[src/rtl/midcs_pkg.sv]
package midcs_pkg;
  // Smallest total window is 2**MIN_WIN_LOG2 bytes (8K).
  localparam int unsigned MIN_WIN_LOG2 = 13;
  // Number of one-hot size codes (8K .. 512K).
  localparam int unsigned SIZE_CODES   = 7;
  // Width of the ready-mode code held in the low size-register bits.
  localparam int unsigned RDY_BITS     = 3;
endpackage

[src/rtl/midcs_regs.sv]
module midcs_regs #(
  parameter int unsigned OFS_W    = 8,
  parameter int unsigned REG_W    = 16,
  parameter logic [7:0]  SIZE_OFS = 8'hA8,
  parameter logic [7:0]  BASE_OFS = 8'hA6,
  parameter int unsigned SZ_FW    = 7,
  parameter int unsigned SZ_LSB   = 8,
  parameter int unsigned BS_FW    = 7,
  parameter int unsigned BS_LSB   = 9,
  parameter int unsigned RDY_W    = 3
) (
  input  logic             clk,
  input  logic             rst_n,
  input  logic             wr,
  input  logic             rd,
  input  logic [OFS_W-1:0] ofs,
  input  logic [REG_W-1:0] wdata,
  output logic [REG_W-1:0] rdata,
  output logic [SZ_FW-1:0] size_fld,
  output logic [BS_FW-1:0] base_fld,
  output logic [RDY_W-1:0] rdy,
  output logic             armed
);
  localparam logic [OFS_W-1:0] SZ_O = OFS_W'(SIZE_OFS);
  localparam logic [OFS_W-1:0] BS_O = OFS_W'(BASE_OFS);

  logic [REG_W-1:0] size_q, base_q;
  logic             size_set, base_set;

  always_ff @(posedge clk or negedge rst_n) begin
    if (!rst_n) begin
      size_q   <= '0;
      base_q   <= '0;
      size_set <= 1'b0;
      base_set <= 1'b0;
    end else if (wr) begin
      if (ofs == SZ_O) begin
        size_q   <= wdata;
        size_set <= 1'b1;
      end
      if (ofs == BS_O) begin
        base_q   <= wdata;
        base_set <= 1'b1;
      end
    end
  end

  always_comb begin
    rdata = '0;
    if (rd && ofs == SZ_O) rdata = size_q;
    if (rd && ofs == BS_O) rdata = base_q;
  end

  assign size_fld = size_q[SZ_LSB +: SZ_FW];
  assign base_fld = base_q[BS_LSB +: BS_FW];
  assign rdy      = size_q[RDY_W-1:0];
  assign armed    = size_set & base_set;
endmodule

[src/rtl/midcs_dec.sv]
module midcs_dec #(
  parameter int unsigned ADDR_W   = 20,
  parameter int unsigned MIN_LOG2 = 13,
  parameter int unsigned NCODE    = 7,
  parameter int unsigned SEL_W    = 2
) (
  input  logic [ADDR_W-1:0]          addr,
  input  logic [NCODE-1:0]           size_fld,
  input  logic [ADDR_W-MIN_LOG2-1:0] base_fld,
  output logic                       hit,
  output logic [SEL_W-1:0]           idx
);
  localparam int unsigned BS_FW = ADDR_W - MIN_LOG2;

  logic [ADDR_W-1:0] base_addr;
  logic [NCODE-1:0]  hit_v;
  logic [SEL_W-1:0]  idx_v [NCODE];

  assign base_addr = {base_fld, {MIN_LOG2{1'b0}}};

  // One comparator and one quarter-index slice per window size.
  for (genvar k = 0; k < NCODE; k++) begin : g_size
    localparam int unsigned LO = MIN_LOG2 + k;
    assign hit_v[k] = (addr[ADDR_W-1:LO] == base_addr[ADDR_W-1:LO]);
    assign idx_v[k] = addr[LO-1 -: SEL_W];
  end

  logic             hit_any;
  logic [SEL_W-1:0] idx_any;

  always_comb begin
    hit_any = 1'b0;
    idx_any = '0;
    for (int k = 0; k < NCODE; k++) begin
      if (size_fld[k]) begin
        hit_any = hit_any | hit_v[k];
        idx_any = idx_any | idx_v[k];
      end
    end
  end

  // Only a legal one-hot size code may produce a hit.
  assign hit = hit_any & $onehot(size_fld);
  assign idx = idx_any;

  if (BS_FW < NCODE) begin : g_bad_cfg
    initial $error("window codes exceed address width");
  end
endmodule

[src/rtl/midcs_sel.sv]
module midcs_sel #(
  parameter int unsigned NSEL  = 4,
  parameter int unsigned SEL_W = 2
) (
  input  logic             clk,
  input  logic             rst_n,
  input  logic             en,
  input  logic [SEL_W-1:0] idx,
  output logic [NSEL-1:0]  cs_n
);
  logic [NSEL-1:0] dec_n;

  for (genvar j = 0; j < NSEL; j++) begin : g_line
    assign dec_n[j] = !(en && idx == SEL_W'(j));
  end

  always_ff @(posedge clk or negedge rst_n) begin
    if (!rst_n) cs_n <= '1;
    else        cs_n <= dec_n;
  end
endmodule

[src/rtl/midcs_top.sv]
module midcs_top #(
  parameter int unsigned ADDR_W   = 20,
  parameter int unsigned OFS_W    = 8,
  parameter int unsigned REG_W    = 16,
  parameter logic [7:0]  SIZE_OFS = 8'hA8,
  parameter logic [7:0]  BASE_OFS = 8'hA6,
  parameter int unsigned MIN_LOG2 = midcs_pkg::MIN_WIN_LOG2,
  parameter int unsigned NCODE    = midcs_pkg::SIZE_CODES,
  parameter int unsigned SZ_LSB   = 8,
  parameter int unsigned BS_LSB   = 9,
  parameter int unsigned NSEL     = 4,
  parameter int unsigned RDY_W    = midcs_pkg::RDY_BITS
) (
  input  logic             clk,
  input  logic             rst_n,
  input  logic [ADDR_W-1:0] addr,
  input  logic             addr_vld,
  input  logic             reg_wr,
  input  logic             reg_rd,
  input  logic [OFS_W-1:0] reg_ofs,
  input  logic [REG_W-1:0] reg_wdata,
  output logic [REG_W-1:0] reg_rdata,
  output logic [NSEL-1:0]  cs_n,
  output logic [RDY_W-1:0] rdy_mode
);
  localparam int unsigned SEL_W = $clog2(NSEL);
  localparam int unsigned BS_FW = ADDR_W - MIN_LOG2;

  logic [NCODE-1:0] size_fld;
  logic [BS_FW-1:0] base_fld;
  logic             armed, hit;
  logic [SEL_W-1:0] idx;

  midcs_regs #(
    .OFS_W(OFS_W), .REG_W(REG_W), .SIZE_OFS(SIZE_OFS), .BASE_OFS(BASE_OFS),
    .SZ_FW(NCODE), .SZ_LSB(SZ_LSB), .BS_FW(BS_FW), .BS_LSB(BS_LSB),
    .RDY_W(RDY_W)
  ) u_regs (
    .clk(clk), .rst_n(rst_n), .wr(reg_wr), .rd(reg_rd), .ofs(reg_ofs),
    .wdata(reg_wdata), .rdata(reg_rdata), .size_fld(size_fld),
    .base_fld(base_fld), .rdy(rdy_mode), .armed(armed)
  );

  midcs_dec #(
    .ADDR_W(ADDR_W), .MIN_LOG2(MIN_LOG2), .NCODE(NCODE), .SEL_W(SEL_W)
  ) u_dec (
    .addr(addr), .size_fld(size_fld), .base_fld(base_fld),
    .hit(hit), .idx(idx)
  );

  midcs_sel #(.NSEL(NSEL), .SEL_W(SEL_W)) u_sel (
    .clk(clk), .rst_n(rst_n), .en(armed & addr_vld & hit),
    .idx(idx), .cs_n(cs_n)
  );
endmodule

[config.mk]
export PLATFORM = sky130hd
export DESIGN_NAME = midcs_top
export DESIGN_NICKNAME = d
export VERILOG_FILES = /design/src/rtl/midcs_pkg.sv /design/src/rtl/midcs_regs.sv /design/src/rtl/midcs_dec.sv /design/src/rtl/midcs_sel.sv /design/src/rtl/midcs_top.sv
export SDC_FILE = /design/constraint.sdc
export NUM_CORES = 1
export LEC_CHECK = 0
export ABC_AREA = 1
export BUFFER_PORTS_ARGS = -buffer_cell sky130_fd_sc_hd__buf_2
export CAP_MARGIN = 20
export CORE_MARGIN = 3
export CORE_UTILIZATION = 45
export DETAILED_ROUTE_END_ITERATION = 16
export PLACE_DENSITY_LB_ADDON = 0.05
export SLEW_MARGIN = 40
export SYNTH_ARGS = -nofsm -noshare
export SYNTH_HDL_FRONTEND = slang
export SYNTH_SLANG_ARGS = --single-unit
[constraint.sdc]
create_clock -name clk -period 2.9 [get_ports clk]
set_input_delay 0.58 -clock clk [delete_from_list [all_inputs] [get_ports clk]]
set_output_delay 0.58 -clock clk [all_outputs]
set_load 0.01 [all_outputs]
Word level (Yosys, flattened, before mapping)
Index checks and enable logic that the tools add are counted.
{"block": "word_totals", "reg_bits": 38, "input_bits": 49, "output_inout_bits": 23, "word_cells": 69}
{"block": "classes", "n_addsub": 6, "eq_ne": 13, "mux": 16, "n_bitwise": 16, "reduce_logical": 13}
{"operator": "two-way mux 16 bit", "count": 2}
{"operator": "== test 8 bit (second input constant)", "count": 2}
{"operator": "two-way mux 2 bit", "count": 7}
{"operator": "bitwise OR 2 bit", "count": 6}
{"operator": "== test 7 bit", "count": 1}
{"operator": "two-way mux 1 bit", "count": 7}
{"operator": "adder 1 x 1 -> 2 bit", "count": 3}
{"operator": "adder 3 bit", "count": 2}
{"operator": "== test 6 bit", "count": 1}
{"operator": "logical AND 1 bit", "count": 6}
{"operator": "bitwise OR 1 bit", "count": 6}
{"operator": "== test 5 bit", "count": 1}
{"operator": "AND 1 bit", "count": 4}
{"operator": "== test 2 bit (second input constant)", "count": 2}
{"operator": "== test 4 bit", "count": 1}
{"operator": "zero test 1 bit", "count": 4}
{"operator": "AND reduction 2 bit", "count": 2}
{"operator": "adder 3 x 1 -> 3 bit", "count": 1}
{"operator": "== test 3 x 1 -> 1 bit (second input constant)", "count": 1}
{"operator": "== test 3 bit", "count": 1}
{"operator": "== test 2 x 1 -> 1 bit (second input constant)", "count": 1}
{"operator": "== test 2 bit", "count": 1}
{"operator": "zero test 2 bit", "count": 1}
{"operator": "== test 1 bit", "count": 1}

Logic depth before layout (Yosys ltp)
Gate-level depths: netlist of run 1.
{"block": "logic_depth", "word_depth": 18, "ltp_mapped": 13, "depth_no_buf": 13}

Hierarchy
Synthesis of run 1 repeated with hierarchy kept, for this count alone.
{"block": "hier_totals", "cells_unflattened": 307, "hier_area_um2": 2417.3}
{"module": "midcs_regs", "instances": 1, "cells_per_inst": 244, "area_per_inst_um2": 1951.9, "seq_area_each_um2": 850.8}
{"module": "midcs_dec", "instances": 1, "cells_per_inst": 49, "area_per_inst_um2": 316.6, "seq_area_each_um2": 0.0}
{"module": "midcs_sel", "instances": 1, "cells_per_inst": 11, "area_per_inst_um2": 135.1, "seq_area_each_um2": 105.1}
{"module": "midcs_top", "instances": 1, "cells_per_inst": 3, "area_per_inst_um2": 13.8, "seq_area_each_um2": 0.0}

Least setup slack after synthesis of run 1
OpenSTA, ideal clock, no wires.
{"block": "synth_path", "path_type": "register to register", "startpoint": "register u_regs.size_q[13]", "endpoint": "register u_sel.cs_n[0]", "setup_ns": 0.114, "t_arrival_ns": 2.697, "required_ns": 2.786, "slack_ns": 0.089, "stages_incl_launch_ff": 9, "path_buffers": 0, "synth_period_minus_slack_ns": 2.811, "path_cell_list": "dfrtp_1 -> ha_1 -> fa_1 -> ha_1 -> inv_1 -> fa_1 -> nand3_1 -> a2111oi_0 -> nand3_1"}
{"block": "synth_between", "elab_chain_len": 8}
{"element": "start, declared", "line": "midcs_regs.sv:27", "rtl": "logic [REG_W-1:0] size_q, base_q;"}
{"element": "start signal, assigned", "line": "midcs_regs.sv:38", "rtl": "size_q <= wdata;"}
{"element": "adder 1 x 1 -> 2 bit (not written as such)", "line": "midcs_dec.sv:43", "rtl": "assign hit = hit_any & $onehot(size_fld);"}
{"element": "adder 3 x 1 -> 3 bit (not written as such)", "line": "midcs_dec.sv:43"}
{"element": "adder 3 bit (not written as such)", "line": "midcs_dec.sv:43"}
{"element": "== test 3 x 1 -> 1 bit", "line": "midcs_dec.sv:43"}
{"element": "AND 1 bit", "line": "midcs_dec.sv:43"}
{"element": "AND 1 bit", "line": "midcs_top.sv:52", "rtl": ".clk(clk), .rst_n(rst_n), .en(armed & addr_vld & hit),"}
{"element": "logical AND 1 bit (*)", "line": "midcs_sel.sv:14", "rtl": "assign dec_n[j] = !(en && idx == SEL_W'(j));"}
{"element": "zero test 1 bit (*)", "line": "midcs_sel.sv:14"}
{"element": "via u_sel.dec_n[0]", "line": "midcs_sel.sv:11", "rtl": "logic [NSEL-1:0] dec_n;"}
{"element": "end signal, assigned", "line": "midcs_sel.sv:19", "rtl": "else cs_n <= dec_n;"}
{"element": "end, declared", "line": "midcs_sel.sv:9", "rtl": "output logic [NSEL-1:0] cs_n"}
The timed path passes the listed nets; every way through them passes the cells marked *.
A chain may end at the register's enable or synchronous reset.

Final worst setup path of run 1
{"block": "layout_path", "startpoint": "register u_regs.size_q[10]", "endpoint": "register u_sel.cs_n[3]"}
{"block": "layout_between", "elab_chain_len": 13}
{"element": "branches (longest 11 deep; another with adder 3 bit)"}
{"element": "logical AND 1 bit (*)", "line": "midcs_sel.sv:14"}
{"element": "zero test 1 bit (*)", "line": "midcs_sel.sv:14"}
{"element": "via u_sel.dec_n[3]", "line": "midcs_sel.sv:11"}
Mark *: on every way through the listed nets, which the timed path passes.

==> summary.md, run 1 <==
| Metric | Value |
|---|---|
| Status | finished clean |
| Worst-skew pair later-pin latency | 0.29 ns |
| Most area-hungry cell type in the Yosys netlist | dfrtp_1 |
| Initial antenna violation count | 0 |
| First-pass DRT Iterations | 4 |
| Final Setup Violations | 0 |
| RR Startpoint | u_regs.size_q[10] |
| Ports | 72 |
| CP Cell Sequence | ha_1 > fa_1 > ha_1 > inv_1 > fa_1 > nand3_1 > a2111oi_1 > buf_4 > nand3_1 |
| Ant diodes | 0 |
| Layout cells sized above 1 | 31.0% |
| RSZ-0062 raised after global routing | false |
| Mapped Cells | 257 |
| Vias/cell | 4.93 |
| Cell Pwr Density | 437 nW/um^2 |
| DRC | 0 |
| Register area share after synthesis | 44.2% |
| Synthesized Nets | 313 |
| GR Util All Layers | 17.7% |
| CTS HTree Levels | 2 |
| Drt wl/cell | 12.4 um |
| P_leak | 1.39 nW |
| Root Buffer | clkbuf_8 |
| Max Fclk | 0.370 GHz |
| Crit Path Max Fanout | 5 |
| IO buf count | 60 |
| Worst EP required | 3.11 ns |
| Largest net degree at the start of global routing | 39 |
| Dpl ws | 0.120 ns |
| CP max stage cell | fa_1 |
| Tightest Hold Check Type | in -> async |
| Die Wd | 75.3 um |
| Fin. Hold Viols | 0 |
| Avg Inst Size Synth | 8.41 um^2 |
| CP endpoint kind | flop |
| Number of routed nets with antenna violations | 0 |
| Source of the critical timing path | u_regs.size_q[10] |
| Core area | 4500 um^2 |
| Synth warn | 0 |
| Mapped Area | 2160 um^2 |
| Final period util | 93.2% |
| GR Overflow Total | 0 |
| Vias in the first global route | 1726 |
| #FFs+latches synth | 38 |
| Die extent in y | 75.3 um |
| Reg-to-reg endpoint | u_sel.cs_n[3] |
| CP top delay family | adder cells |
| Worst ir drop on vdd | 0.000250 V |
| Worst Path Arrival | 2.91 ns |
| Setup TNS | 0 ns |
| Synth top area share | 39.4% |
| Critical path class | reg -> reg |
| RePlAce Congestion | 0.818 |
| R2R Setup Slk | 0.20 ns |
| HPWL Detailed | 3.38 mm |
| Startpoint Class | flop |
| Minimum clock period | 2.70 ns |
| Slew @ Worst Pin | 0.541 ns |
| Max-cap violation count | 0 |
| DRT iter0 DRCs | 121 |
| WHS | 0.252 ns |
| Synth top area cells | dfrtp_1, nand2_1, nand3_1 |
| Critical path buffers and inverters | 2 |
| Post-synth cell types | 29 |
| First-pass GRT wire length | 7.61 mm |
| TritonCTS Buffers | 5 |
| Drt total wl | 4.58 mm |
| Post-CTS setup buffer count | 0 |
| Fin nets | 371 |
| Fin. max-slew vios | 0 |
| Max incr delay on CP | 0.50 ns |
| Reg clk slew, reported paths | 0.07 ns |
| Die area | 5670 um^2 |
| Sink Count | 38 |
| Layout Utilization | 57.4% |
| Worst rel slew slack | 63.8% |
| Clock Tree Buf Depth | 2 |
| CTS tree | yes |
| Area grow syn2layout | 19.6% |
| Clk_skew | 0.00244 ns |
| Worst setup margin | 0.198 ns |
| Initial core utilization | 48.0% |
| Vias | 1815 |
| FP Rows | 24 |
| Cell depth of the worst flop-to-flop path | 9 |
per-layer routing:
layer	share of wire, %	routed length (um)	global-route usage, %	vias up
met2	44	2020	27.9	51
met5	0	0	0	-
met4	1.5	70	6.60	0
li1	-	-	-	951
met3	6.0	274	4.35	7
met1	48	2220	23.8	806
per-stage QoR:
stage | total power [mW] | cell area, um^2 | std cells
2_1_floorplan | 0.657 | 2160 | 257
3_3_place_gp | 0.720 | 2470 | 360
3_5_place_dp | 0.723 | 2470 | 360
4_1_cts | 1.15 | 2580 | 368
5_1_grt | 1.19 | 2580 | 368
6_report | 1.13 | 2580 | 368
what timing repair did:
action / 4_1_cts / 5_1_grt
endpoints found under the setup margin: 0 / 4
resized for setup: 0 / 1
hold buffers: 0 / 0
synth_stat cells:
master,instances
o211ai_1,1
ha_1,4
a2111oi_0,1
and3_1,2
nor4_4,1
inv_1,34
nor3_4,1
o21ai_1,3
dfrtp_1,34
buf_2,3
buf_4,4
buf_6,3
nor2_1,3
xor2_1,1
nand2_4,1
a221oi_1,1
o21ai_0,23
nand2_2,1
nand2_1,66
dfstp_2,4
a21oi_1,4
buf_1,3
a22o_1,1
nand3_1,32
o21ai_2,16
fa_1,3
nand3_2,1
xnor2_1,5
clkbuf_1,1
sequential cells by signal, summed over array words and instances, names as in the netlist:
signal           count
u_regs.size_set      1
u_sel.cs_n           4
u_regs.base_q       16
u_regs.base_set      1
u_regs.size_q       16
placed cells by master, fill, tap and decap left out, drive strengths merged, types with 5 or more instances in the layout:
| cell type | netlist | layout |
|---|---|---|
| dfrtp | 34 | 34 |
| o21ai | 42 | 42 |
| xnor2 | 5 | 5 |
| inv | 34 | 34 |
| clkbuf | 1 | 8 |
| buf | 13 | 65 |
| nand3 | 33 | 33 |
| nand2 | 68 | 68 |
area by class of cell:
type,count,area [um^2]
clock buffers,8,110
fillers,444,1920
inverters,34,128
multi-input cells,171,985
flip-flops and latches,38,956
well taps,52,65.1
repair buffers,65,340
kinds of logic (layout without fill, tap and decap cells):
logic type               after synthesis  count (layout)  share of synthesized area, %
buffers and inverters                 48             107                          10.2
XOR/XNOR                               6               6                          2.43
adder cells (fa/ha/maj)                7               7                          5.10
AND/OR/NAND/NOR                      108             108                          23.0
AO/OA/AOI/OAI                         50              50                          15.0
flip-flops                            38              38                          44.2
where the power goes:
part | switching [mW] | leakage, nW | internal (mW) | total, mW
Sequential | 0.0176 | 0.501 | 0.552 | 0.569
Clock | 0.179 | 0.0575 | 0.240 | 0.419
Combinational | 0.0811 | 0.835 | 0.0614 | 0.142
Total | 0.277 | 1.39 | 0.853 | 1.13
how the worst max path moves through the flow:
stage               endpoint  slack [ns]  cells after the start
2_1_floorplan  u_sel.cs_n[0]        0.09                      8
3_3_place_gp   u_sel.cs_n[3]        0.16                      9
3_5_place_dp   u_sel.cs_n[3]        0.12                      9
4_1_cts        u_sel.cs_n[3]        0.12                      9
5_1_grt        u_sel.cs_n[2]        0.02                      9
6_report       u_sel.cs_n[3]        0.20                      9
No activity file was read; power rests on OpenSTA's default activity.
==> run 2: changes to the inputs <==
Settings changed: CORE_UTILIZATION 45 to 47, CTS_BUF_LIST set to sky130_fd_sc_hd__clkbuf_4.
==> summary.md, run 2 (same netlist as run 1, synthesis figures left out) <==
| Metric | Value |
|---|---|
| Status | finished clean |
| Clk_skew | 0.0126 ns |
| GR Overflow Total | 0 |
| Initial core utilization | 49.3% |
| Initial antenna violation count | 0 |
| Area grow syn2layout | 16.7% |
| FP Rows | 24 |
| Commonest non-fill, non-tap cell in the layout | nand2_1 |
| Most frequent cells in the layout | nand2_1, buf_2, inv_1, dfrtp_1, nand3_1 |
| Slew @ Worst Pin | 0.551 ns |
| WHS | 0.176 ns |
| Die Wd | 73.8 um |
| Vias in the first global route | 1678 |
| Fin. Hold Viols | 0 |
| RePlAce Congestion | 0.776 |
| Drt wl/cell | 12.9 um |
| Number of routed nets with antenna violations | 0 |
| Worst Path Arrival | 2.99 ns |
| FILL cells | 437 |
| Reg clk slew, reported paths | 0.11 ns |
| Ant diodes | 0 |
| Fin nets | 371 |
| CTS tree | yes |
| Startpoint Class | flop |
| Worst ir drop on vdd | 0.000254 V |
| Max-cap violation count | 0 |
| HPWL Detailed | 3.45 mm |
| Area occupied by multi-input gates | 985 um^2 |
| DRC | 0 |
| Core area | 4380 um^2 |
| Vias/cell | 4.93 |
| Sink Count | 38 |
| Largest net degree at the start of global routing | 39 |
| Worst-skew pair later-pin latency | 0.34 ns |
| CTS HTree Levels | 2 |
| First-pass GRT wire length | 7.82 mm |
| Die area | 5450 um^2 |
| Vias | 1808 |
| Worst EP required | 3.16 ns |
| GR Util All Layers | 18.8% |
| Comb power frac | 14.8% |
| DRT iter0 DRCs | 74 |
| Minimum clock period | 2.74 ns |
| First-pass DRT Iterations | 4 |
| Fin. max-slew vios | 0 |
| IO buf count | 60 |
| Largest registers | u_regs.base_q x16, u_regs.size_q x16, u_sel.cs_n x4 |
| Worst rel slew slack | 63.2% |
| Root Buffer | clkbuf_4 |
| Ports | 72 |
| Crit Path Max Fanout | 4 |
| Switching share of power | 27.8% |
| Layout cells sized above 1 | 30.8% |
| Tot Pwr | 0.969 mW |
| Clock Tree Buf Depth | 2 |
| CP endpoint kind | flop |
| Switching power total | 0.269 mW |
| Final period util | 94.3% |
| Sequential Power Share | 58.7% |
| Cell Pwr Density | 384 nW/um^2 |
| Drt total wl | 4.75 mm |
| Critical path class | reg -> reg |
| Max Fclk | 0.366 GHz |
| Design internal power | 0.700 mW |
| Tightest Hold Check Type | in -> async |
| Clock power share | 26.5% |
| Final Setup Violations | 0 |
| TritonCTS Buffers | 5 |
| P_leak | 1.37 nW |
| Register area | 956 um^2 |
| Die extent in y | 73.8 um |
run 2: area by class of cell:
class                           instances  area share, %
Multi-Input combinational cell        171           39.1
Sequential cell                        38           37.9
Timing Repair Buffer                   65           13.5
Inverter                               34           5.06
Tap cell                               52           2.58
Clock buffer                            5           1.49
Clock inverter                          2          0.397
run 2: what timing repair did:
action | CTS | global route
endpoints found under the setup margin | 0 | 4
gates resized for setup | 0 | 1
buffers inserted | 0 | 0
hold buffers | 0 | 0
run 2: critical path: stages (launching register included):
cell and delay [ns]:
dfrtp_1 0.42, ha_1 0.33, fa_1 0.51, ha_1 0.14
inv_1 0.05, fa_1 0.48, nand3_1 0.09, a2111oi_1 0.37
buf_4 0.20, nand3_1 0.08
run 2: path summary, 6_finish.rpt:
path | startpoint | slack [ns] | depth (start not counted) | endpoint
max in group asynchronous | rst_n | 2.34 | 1 | u_sel.cs_n[0]
max | u_regs.size_q[12] | 0.16 | 9 | u_sel.cs_n[3]
min reg2reg | u_regs.base_set | 0.48 | 2 | u_regs.base_set
min in group clk | u_regs.base_set | 0.48 | 2 | u_regs.base_set
min | rst_n | 0.18 | 1 | u_regs.base_q[7]
max reg2reg | u_regs.size_q[12] | 0.16 | 9 | u_sel.cs_n[3]
run 2: power groups by stage:
stage / combinational, mW / clock (mW) / sequential [mW]
global route: 0.163 / 0.295 / 0.573
floorplan: 0.0824 / 0 / 0.575
CTS: 0.144 / 0.273 / 0.569
finish: 0.143 / 0.257 / 0.569
global placement: 0.142 / 0 / 0.578
detailed placement: 0.143 / 0 / 0.579
run 2: metrics by stage:
step | instances | TNS, ns | worst slack [ns] | utilization (%) | instance area (um^2)
finish | 367 | 0 | 0.165 | 57.5 | 2520
global route | 367 | -0.0281 | -0.0118 | 57.5 | 2520
CTS | 367 | 0 | 0.140 | 57.5 | 2520
detailed placement | 360 | 0 | 0.170 | 56.4 | 2470
global placement | 360 | 0 | 0.193 | 56.3 | 2470
floorplan | 257 | 0 | 0.0891 | - | 2160
run 2: per-layer routing:
metal | share of wire (%) | routed length, um | up-vias | global-route usage [%]
met2 | 46 | 2170 | 45 | 29.5
met5 | 0 | 0 | - | 0
met3 | 5.9 | 282 | 6 | 4.51
li1 | - | - | 944 | -
met4 | 1.1 | 51 | 0 | 4.83
met1 | 47 | 2240 | 813 | 26.1
==> run 3: changes to the inputs <==
Settings changed: CORE_MARGIN 3 to 2.
==> summary.md, run 3 (same netlist as run 1, synthesis figures left out) <==
| Metric | Value |
|---|---|
| Status | finished clean |
| RePlAce Congestion | 0.802 |
| Vias | 1834 |
| Fin nets | 371 |
| Worst EP required | 3.16 ns |
| Max Fclk | 0.366 GHz |
| Layout cells sized above 1 | 31.0% |
| CP endpoint kind | flop |
| Post-route insts no fill | 368 |
| P_leak | 1.37 nW |
| Area grow syn2layout | 17.2% |
| Worst rel slew slack | 62.7% |
| Initial core utilization | 49.3% |
| FILL cells | 445 |
| CTS HTree Levels | 2 |
| Area occupied by multi-input gates | 990 um^2 |
| Worst Path Arrival | 2.99 ns |
| Tightest Hold Check Type | in -> async |
| Startpoint Class | flop |
| Largest registers | u_regs.base_q x16, u_regs.size_q x16, u_sel.cs_n x4 |
| Max-cap violation count | 0 |
| Final instance area | 2530 um^2 |
| Final period util | 94.2% |
| Drt total wl | 4.63 mm |
| Worst-skew pair later-pin latency | 0.35 ns |
| DRT iter0 DRCs | 77 |
| First-pass GRT wire length | 7.80 mm |
| DRC | 0 |
| GR Overflow Total | 0 |
| Worst ir drop on vdd | 0.000206 V |
| Initial antenna violation count | 0 |
| Core area | 4380 um^2 |
| Minimum clock period | 2.73 ns |
| FP Rows | 24 |
| Register area | 956 um^2 |
| Ant diodes | 0 |
| Critical path class | reg -> reg |
| IO buf count | 60 |
| RSZ-0062 raised after global routing | false |
| Root Buffer | clkbuf_4 |
| Commonest non-fill, non-tap cell in the layout | nand2_1 |
| CTS tree | yes |
| TritonCTS Buffers | 5 |
| Ports | 72 |
| Largest net degree at the start of global routing | 39 |
| Die Wd | 71.8 um |
| Die extent in y | 71.8 um |
| Final Setup Violations | 0 |
| Sink Count | 38 |
| Fin. max-slew vios | 0 |
| Clock Tree Buf Depth | 2 |
| Drt wl/cell | 12.6 um |
| Fin. Hold Viols | 0 |
| GR Util All Layers | 19.7% |
| Vias in the first global route | 1709 |
| Dpl cell area | 2470 um^2 |
| Number of routed nets with antenna violations | 0 |
| Vias/cell | 4.98 |
| Setup TNS | 0 ns |
| Inst Count DP | 360 |
| Die area | 5160 um^2 |
| HPWL Detailed | 3.27 mm |
| Crit Path Max Fanout | 4 |
| Cell Pwr Density | 388 nW/um^2 |
| Reg clk slew, reported paths | 0.13 ns |
| First-pass DRT Iterations | 4 |
| Clk_skew | 0.0197 ns |
| Slew @ Worst Pin | 0.558 ns |
| Most frequent cells in the layout | nand2_1, buf_2, inv_1, dfrtp_1, nand3_1 |
[run 3: cell count changes in the layout (fill, tap and decap cells not counted), sizes merged]
cell,before,now
clkinvlp,0,1
[run 3: path summary, 6_finish.rpt]
kind | startpoint | endpoint | slack [ns] | depth (start not counted)
setup / recovery | u_regs.size_q[12] | u_sel.cs_n[2] | 0.17 | 9
hold / removal | rst_n | u_regs.size_q[6] | 0.17 | 1
setup reg to reg | u_regs.size_q[12] | u_sel.cs_n[2] | 0.17 | 9
hold reg to reg | u_regs.base_set | u_regs.base_set | 0.48 | 2
max in group asynchronous | rst_n | u_sel.cs_n[0] | 2.35 | 1
min in group clk | reg_wdata[5] | u_regs.base_q[5] | 0.47 | 3
[run 3: timing repair]
item | 4_1_cts | 5_1_grt
hold buffers | 0 | 0
buffers inserted | 0 | 0
gates resized for setup | 1 | 1
cloned | 0 | 0
endpoints found under the setup margin | 1 | 4
[run 3: per-stage QoR]
stage | setup slack, ns | utilization (%) | power (mW) | hold slack (ns)
4_1_cts | 0.0876 | 57.6 | 0.995 | 0.178
5_1_grt | 0.0269 | 57.8 | 1.04 | 0.198
3_5_place_dp | 0.0308 | 56.4 | 0.722 | 0.440
3_3_place_gp | 0.0938 | 56.3 | 0.720 | 0.436
6_report | 0.168 | 57.8 | 0.984 | 0.167
2_1_floorplan | 0.0891 | - | 0.657 | 0.284
[run 3: layer usage]
layer  share of wire, %  global-route usage, %  vias up
met2                 45                   31.7       62
met4                1.8                   8.18        0
met5                  0                      0        -
li1                   -                      -      948
met1                 47                   26.3      817
met3                6.2                   3.66        7
[run 3: worst max-delay path, stage by stage, from the launching register on]
cell and delay, ns:
dfrtp_1 0.42, ha_1 0.32, fa_1 0.51, ha_1 0.14, inv_1 0.05, fa_1 0.48, nand3_1 0.10, a2111oi_2 0.36
buf_4 0.20, nand3_1 0.08
[run 3: final cells by class]
| cell class | count | area share (%) |
|---|---|---|
| timing repair buffer | 65 | 13.4 |
| sequential | 38 | 37.7 |
| tap | 52 | 2.57 |
| multi-input combinational | 171 | 39.1 |
| clock inverter | 3 | 0.642 |
| inverter | 34 | 5.04 |
| clock buffer | 5 | 1.48 |
[run 3: where the power goes]
part           internal, mW  switching [mW]  leakage (nW)
registers             0.551          0.0176         0.501
clock network        0.0903           0.180        0.0286
logic                0.0620          0.0822         0.836
total                 0.704           0.280          1.37
